<file path="config.mk">
export PLATFORM = sky130hd
export DESIGN_NAME = fault_evq
export DESIGN_NICKNAME = d
export VERILOG_FILES = /design/src/rtl/fault_evq.sv
export SDC_FILE = /design/constraint.sdc
export NUM_CORES = 1
export LEC_CHECK = 0
export BUFFER_PORTS_ARGS = -buffer_cell sky130_fd_sc_hd__clkbuf_2
export CAP_MARGIN = 30
export CORE_AREA = 2 2 182 184
export CTS_CLUSTER_SIZE = 14
export DETAILED_ROUTE_END_ITERATION = 6
export DIE_AREA = 0 0 184 186
export GPL_TIMING_DRIVEN = 0
export SYNTH_ARGS = -nofsm -noshare
export SYNTH_HDL_FRONTEND = slang
export SYNTH_SLANG_ARGS = --single-unit
</file>
<file path="constraint.sdc">
create_clock -name clk -period 1.55 [get_ports clk]
set_input_delay 0.2325 -clock clk [delete_from_list [all_inputs] [get_ports clk]]
set_output_delay 0.2325 -clock clk [all_outputs]
set_load 0.005 [all_outputs]
</file>
<file path="src/rtl/fault_evq.sv">
module fault_evq #(
  parameter int IDX_W = 4
) (
  input  logic               clk,
  input  logic               rst_n,
  input  logic               evq_enable,
  input  logic               evq_irq_enable,
  input  logic               fault_valid,
  input  logic [7:0]         fault_code,
  input  logic [31:0]        fault_sid,
  input  logic [19:0]        fault_ssid,
  input  logic [63:0]        fault_iaddr,
  input  logic [63:0]        fault_faddr,
  input  logic               cons_wr,
  input  logic [IDX_W:0]     cons_wdata,
  output logic [IDX_W:0]     prod_ptr,
  output logic [IDX_W:0]     cons_ptr,
  output logic               mem_we,
  output logic [IDX_W-1:0]   mem_idx,
  output logic [255:0]       mem_data,
  output logic               irq,
  output logic               overflow
);
  localparam int PTR_W = IDX_W + 1;
  localparam logic [PTR_W-1:0] WRAP = PTR_W'(1) << IDX_W;

  logic full, take, drop;

  assign full = (prod_ptr ^ cons_ptr) == WRAP;
  assign take = fault_valid && evq_enable && !full;
  assign drop = fault_valid && evq_enable && full;

  assign mem_we  = take;
  assign mem_idx = prod_ptr[IDX_W-1:0];
  assign mem_data = {fault_faddr[63:32], fault_faddr[31:0],
                     fault_iaddr[63:32], fault_iaddr[31:0],
                     32'h0, 32'h0,
                     fault_sid,
                     fault_ssid, 4'h0, fault_code};

  assign irq = evq_irq_enable && (prod_ptr != cons_ptr);

  always_ff @(posedge clk or negedge rst_n) begin
    if (!rst_n) begin
      prod_ptr <= '0;
      cons_ptr <= '0;
      overflow <= 1'b0;
    end else begin
      if (take)
        prod_ptr <= prod_ptr + PTR_W'(1);
      if (cons_wr)
        cons_ptr <= cons_wdata;
      if (!evq_enable)
        overflow <= 1'b0;
      else if (drop)
        overflow <= 1'b1;
    end
  end
endmodule

</file>
==> summary.md, run 1 <==
| Metric | Value |
|---|---|
| Status | `complete, but fails checks` |
| Failing checks | `negative setup slack` |
| Seq/Total Area, Yosys | `~11%` |
| I/O pin cnt | `between 400 and 500` |
| R2R depth | `5` |
| Req. time, crit path | `1320 ps` |
| Worst Setup End Kind | `output port` |
| Placed cells | `between 900 and 1000` |
| Endpoints failing hold | `0` |
| Placer congestion estimate | `between 0.8 and 0.9` |
| Total CTS buffers | `3` |
| Min-Delay Path Depth | `2` |
| GRT met1 Usage | `approximately 3.9%` |
| Final instance area | `4572 um2` |
| Antenna Cells | `0` |
| Clk root buf | `clkbuf_16` |
| Final-layout fill cell count | `between 3000 and 4000` |
| Yosys warns | `0` |
| Grt total ovfl | `0` |
| R2r setup slk | `-110 ps` |
| Sink Count | `11` |
| Ordered list of cells on the worst path | `xor2_2, nor4_4, a21oi_2, clkbuf_2` |
| CP max stage delay | `between 400 and 500 ps` |
| Register area | `around 280 um2` |
| P&R area growth vs syn | `83.16%` |
| Worst path arrival time | `1470 ps` |
| Clk slew on worst S/H paths | `40 ps` |
| Antenna violations before repair | `0` |
| Buf+Inv Stages, Crit Path | `1` |
| WHS | `approximately 210 ps` |
| Port bufs | `between 200 and 250` |
| Final setup margin | `-148.6 ps` |
| Total power divided by cell area | `between 500 and 600 nW/um2` |
| Post-Syn Instances | `302` |
| Crit. path cell count | `4` |
| Largest net degree at the start of global routing | `12` |
| Die Wd | `~180 um` |
| # setup viols final | `8` |
| DIE AREA | `around 34000 um2` |
| DR vias/cell | `around 2.5` |
| WS Path Type | `reg2out` |
| VDD IR max | `752.7 uV` |
| Synth top area share | `about four fifths` |
| Clock skew | `approximately 4.7 ps` |
| Initial core utilization | `7.751%` |
| GR peak layer | `met2` |
| Wire per inst | `roughly 8.6 um` |
| Slowest cell on crit path | `dfrtp_2` |
| CTS tree | `yes` |
| Largest cells by area after synthesis | `buf_4 (78%), dfrtp_1 (11%), xor2_1 (2.8%)` |
| Crit Path Max Fanout | `3` |
| Tmin final | `between 1500 and 2000 ps` |
| Max Clock Freq | `slightly below 600 MHz` |
| Worst setup SP type | `flip-flop` |
| DRC | `0` |
| Synth area leader | `buf_4` |
| Cell family with most CP delay | `flip-flops` |
| DR pass1 iterations | `4` |
| Unrepaired setup endpoints after global routing | `yes` |
| Drt total wl | `8.629 mm` |
| Core area | `32210 um2` |
| Row cnt | `66` |
| Slew Viols, Final | `0` |
| LEAKAGE | `~0.0028 uW` |
| Hold crit path type | `in2reg` |
| Final #Nets | `800` |
| Fin cells | `between 1000 and 1500` |
| Clk Latency, worst-skew pair | `240 ps` |
| Iteration-0 DRC Markers | `29` |
| Multi-input gate area | `approximately 570 um2` |
| Total GRT Usage | `between 3 and 4%` |
| Die Span Y | `186 um` |
| Layout cells sized above 1 | `84.64%` |
| Vias in the first global route | `roughly 1900` |
| CTS Buffer Depth | `2` |
| Global-route wire length before repair | `between 9 and 10 mm` |
| Part of the cycle the worst path needs | `109.6%` |
| GRT met3 Usage | `0.4109%` |
| Yosys reg bits | `11` |
| Mean post-synth cell area | `between 8 and 9 um2` |
| Antenna-violating nets left | `0` |
| Max-Cap Viols | `0` |
| CTS H-tree depth | `1` |
| Vias post-DR | `roughly 2500` |
| Placed Area | `between 4000 and 5000 um2` |
| Met2 Resource Use GR | `7.985%` |
| Netlist cell types | `21` |
| Syn Std Cell Area | `approximately 2500 um2` |
-- kinds of logic after synthesis --
| logic type | Yosys count | synth area share (%) |
|---|---|---|
| buf+inv | 262 | 78.50 |
| simple gates | 7 | 2.255 |
| flops | 11 | 11.03 |
| mux | 6 | 2.857 |
| compound gates | 6 | 1.905 |
| other cells | 1 | 0.1502 |
| xor+xnor | 8 | 2.807 |
| fa+ha+maj | 1 | 0.5012 |
-- metrics by stage --
stage	setup TNS [ps]	power (uW)	utilization, %	setup WS [ps]
2_1_floorplan	-21.60	1381	-	-21.60
3_3_place_gp	-673.2	1946	13.51	-216.1
3_5_place_dp	-692.1	1955	13.51	-220.4
4_1_cts	-692.1	2560	14.02	-202.5
5_1_grt	-1098	2772	14.20	-194.6
6_report	-621.4	2602	14.20	-148.6
-- repair_timing --
| action | in CTS | in global routing |
|---|---|---|
| resized for setup | 3 | 9 |
| pin swaps | 3 | 5 |
| buffers inserted | 9 | 1 |
| setup endpoints to repair | 7 | 8 |
| hold buffers | 1 | 0 |
| hold endpoints to repair | 11 | 0 |
-- placed cells by master (no fill, tap or decap) --
cell,n
buf_4,267
a21oi_2,1
a211oi_2,1
nand4_1,2
a211o_1,1
mux2_1,2
ha_1,1
a32o_1,1
a21oi_4,1
xor2_1,4
clkbuf_16,3
nand2_1,1
inv_1,2
a21boi_1,1
nor4_4,1
clkinv_2,1
conb_1,68
clkbuf_2,215
nor3_2,1
mux2_2,3
dfrtp_2,4
dlygate4sd3_1,1
buf_6,3
mux2_4,1
nor3b_2,1
dfrtp_1,7
and2_1,1
xor2_2,4
-- power by group --
group          internal, uW  total (uW)  switching, uW
registers               379         504            125
logic                   976        1620            645
clock network           342         477            135
-- synthesized netlist by cell type --
| cell type | number |
|---|---|
| buf_4 | 260 |
| dfrtp_1 | 11 |
| xor2_1 | 8 |
| mux2_2 | 3 |
| inv_1 | 2 |
| mux2_1 | 2 |
| nand4_1 | 2 |
| a211o_1 | 1 |
| a211oi_1 | 1 |
| a21boi_1 | 1 |
| a21oi_1 | 1 |
| a21oi_2 | 1 |
| a32o_1 | 1 |
| and2_1 | 1 |
| conb_1 | 1 |
| ha_1 | 1 |
| mux2_4 | 1 |
| nand2_1 | 1 |
| nor3_1 | 1 |
| nor3b_1 | 1 |
| nor4_4 | 1 |
-- flip-flops by register name, summed over array words and instances, names as in the netlist --
register and flops:
cons_ptr 5, prod_ptr 5, overflow 1
-- routing by layer --
metal  vias to the layer above  part of all wire, %
met3                         2                   11
met5                         -                    0
met4                         0                 0.59
met1                      1032                   33
met2                       247                   55
li1                       1189                    -
-- area by class of cell --
| cell class | instances | share of cell area, % |
|---|---|---|
| inverters | 2 | 0.1642 |
| well taps | 408 | 11.17 |
| flip-flops and latches | 11 | 6.130 |
| repair buffers | 226 | 25.64 |
| clock buffers | 3 | 1.642 |
| plain buffers | 260 | 42.69 |
| multi-input cells | 96 | 12.45 |
| clock inverters | 1 | 0.1095 |
-- final timing paths --
kind,end,from
worst max-delay path,mem_we,prod_ptr[2]
worst min-delay path,cons_ptr[2],cons_wdata[2]
worst max register to register,prod_ptr[1],prod_ptr[2]
worst min register to register,overflow,overflow
max in group asynchronous,prod_ptr[1],rst_n
min in group asynchronous,prod_ptr[4],rst_n
Power figures use the tool's default switching activity.
==> inputs of run 2 (changes only) <==
Settings changed: CTS_CLUSTER_DIAMETER set to 150, PLACE_DENSITY set to 0.35, RECOVER_POWER set to 100.
==> run 2 against run 1 <==
Net effect:
- the flow still finishes with violations (negative setup slack)
- routed wire length up 5.9%
- register-to-register slack got worse by 30 ps
- global-route usage increased by 0.45 points
- clock skew shrank 4.0 ps
- power decreased by 2.6%
- hold slack better by 11 ps
- sequential cell count did not move
- combinational power fell by 4%
- critical path depth is the same
- non-clock buffer count rose by 2
- clock-buffer cell count is 1 higher
- core utilization shrank 0.64 points
==> summary.md, run 2 (same netlist as run 1, synthesis figures left out) <==
| Metric | Value |
|---|---|
| CTS Buffer Depth | `2 (unchanged)` |
| DRC | `0 (unchanged)` |
| Fin cells | `1009 (+0.20%)` |
| Worst path arrival time | `1500 ps (+30 ps)` |
| Slowest cell on crit path | `dfrtp_2` |
| Min-Delay Path Depth | `2 (unchanged)` |
| Power Total | `2535 uW (-2.6%)` |
| Total CTS buffers | `3 (unchanged)` |
| Endpoints failing hold | `0 (unchanged)` |
| Layout cells sized above 1 | `61.40% (-23 points)` |
| Final instance area | `4364 um2 (-4.5%)` |
| P&R area growth vs syn | `74.84%` |
| Hold path start | `cons_wdata[2]` |
| Crit Path Max Fanout | `5 (+2)` |
| # setup viols final | `7 (-1)` |
| LEAKAGE | `0.002337 uW (-15%)` |
| Grt total ovfl | `0 (unchanged)` |
| Antenna violations before repair | `0 (unchanged)` |
| Vias in the first global route | `2100 (+11%)` |
| Placed cells | `992 (unchanged)` |
| DR pass1 iterations | `4 (unchanged)` |
| Cell family with most CP delay | `flip-flops` |
| Req. time, crit path | `1320 ps (about the same)` |
| R2R depth | `5 (unchanged)` |
| Slew @ Worst Pin | `between 600 and 700 ps` |
| Tmin final | `1736 ps (+37.78 ps)` |
| Sink Count | `11 (unchanged)` |
| Final-layout fill cell count | `3758 (+2.5%)` |
| Drt total wl | `9.136 mm (+5.9%)` |
| CTS tree | `yes` |
| Vias post-DR | `2445 (-1.0%)` |
| Placed Area | `4352 um2 (unchanged)` |
| DIE AREA | `34220 um2 (unchanged)` |
| CP max stage delay | `440 ps (about the same)` |
| Worst setup SP type | `flip-flop` |
| Biggest regs | `cons_ptr (5), prod_ptr (5), overflow (1)` |
| Final setup margin | `-186.3 ps (-37.78 ps)` |
| Placer congestion estimate | `0.7313 (-12%)` |
| Core area | `32210 um2 (unchanged)` |
| Antenna Cells | `0 (unchanged)` |
| Failing checks | `negative setup slack` |
| WS Path Type | `reg2out` |
| Normalized max-slew margin | `between 50% and 60%` |
| Most frequent cells in the layout | `buf_4 (202), clkbuf_1 (134), clkbuf_2 (85)` |
| Status | `complete, but fails checks` |
| Ordered list of cells on the worst path | `xor2_2, nor4_4, a21oi_2, clkbuf_2` |
| Clk Latency, worst-skew pair | `240 ps (about the same)` |
| Clk root buf | `clkbuf_16` |
| Setup TNS | `-675.4 ps (-53.97 ps)` |
| Global-route wire length before repair | `10.96 mm (+9.7%)` |
| Initial core utilization | `7.751% (unchanged)` |
| Antenna-violating nets left | `0 (unchanged)` |
| Total power divided by cell area | `580.8 nW/um2 (+2.1%)` |
| Clk slew on worst S/H paths | `40 ps (about the same)` |
| Hold crit path type | `in2reg` |
| Reg2reg end | `prod_ptr[1]` |
| CTS H-tree depth | `1 (unchanged)` |
| Max Clock Freq | `575.9 MHz (-2.2%)` |
| Part of the cycle the worst path needs | `112.0% (+2.4 points)` |
| Die Wd | `184 um (unchanged)` |
| R2r setup slk | `-140 ps (-30 ps)` |
| Row cnt | `66 (unchanged)` |
| Unrepaired setup endpoints after global routing | `yes` |
| Die Span Y | `186 um (unchanged)` |
| Wire per inst | `9.055 um (+5.7%)` |
| Slew Viols, Final | `0 (unchanged)` |
| FF-to-FF Start | `prod_ptr[2]` |
| Total GRT Usage | `4.277% (+0.45 points)` |
| Clock skew | `0.6653 ps (-4.036 ps)` |
| Largest net degree at the start of global routing | `12 (unchanged)` |
| Worst Setup End Kind | `output port` |
| Max-Cap Viols | `0 (unchanged)` |
| I/O pin cnt | `472 (unchanged)` |
| DR vias/cell | `2.423 (-1.2%)` |
| Utilization after layout | `13.55% (-0.64 points)` |
| Hpwl dp | `between 8 and 9 mm` |
| Buf+Inv Stages, Crit Path | `1 (unchanged)` |
| Iteration-0 DRC Markers | `41 (+41%)` |
| Commonest non-fill, non-tap cell in the layout | `buf_4` |
| Final #Nets | `802 (+0.25%)` |
| Port bufs | `215 (unchanged)` |
| VDD IR max | `370.7 uV (-51%)` |
| Worst Hold Path EP | `cons_ptr[2]` |
## run 2: changes by cell type in the layout (fill, tap and decap cells not counted), moves of 2 or more
cell,previous run,this run
buf_4,267,202
buf_1,0,2
clkbuf_1,0,134
clkbuf_2,215,85
clkbuf_4,0,64
buf_6,3,1
## run 2: power breakdown
| group | total, uW | switching (uW) | internal [uW] |
|---|---|---|---|
| logic | 1550 | 629 | 925 |
| registers | 498 | 118 | 380 |
| clock network | 482 | 136 | 346 |
## run 2: layout make-up
| cell class | instances | area (um2) | area share, % |
|---|---|---|---|
| buffer | 260 | 1941 | 44.47 |
| inverter | 2 | 7.507 | 0.1720 |
| timing repair buffer | 228 | 1010 | 23.14 |
| tap | 408 | 510.5 | 11.70 |
| clock buffer | 4 | 78.83 | 1.806 |
| multi-input combinational | 96 | 535.5 | 12.27 |
| sequential | 11 | 281.5 | 6.451 |
## run 2: how the worst max path moves through the flow
stage,endpoint,slack [ps],from,cells after the start
CTS,mem_we,-220,cons_ptr[3],4
floorplan,prod_ptr[1],-20,prod_ptr[2],4
detailed placement,prod_ptr[1],-240,prod_ptr[3],4
global route,mem_we,-260,prod_ptr[2],4
global placement,prod_ptr[1],-220,prod_ptr[3],4
finish,mem_we,-190,prod_ptr[2],4
## run 2: metal layers
| metal | part of all wire [%] | vias to the layer above | wire, um | track usage [%] |
|---|---|---|---|---|
| met5 | 0 | - | 0 | 0 |
| li1 | - | 1197 | - | - |
| met1 | 30 | 1001 | 2702 | 3.751 |
| met4 | 1.1 | 0 | 103 | 1.536 |
| met3 | 11 | 5 | 1016 | 0.6652 |
| met2 | 58 | 242 | 5314 | 9.464 |
## run 2: repair_timing
action | 4_1_cts | 5_1_grt
pin swaps | 4 | 2
endpoints found under the hold margin | 11 | 0
setup endpoints to repair | 7 | 7
buffers inserted | 8 | 6
hold buffers | 1 | 0
gates resized for setup | 5 | 0
## run 2: stage by stage
| stage | hold slack (ps) | setup slack [ps] |
|---|---|---|
| after floorplan | -63.09 | -21.60 |
| after global placement | 142.8 | -216.0 |
| after detailed placement | 143.4 | -245.0 |
| after CTS | 216.6 | -222.6 |
| after global routing | 224.4 | -258.6 |
| final | 218.0 | -186.3 |
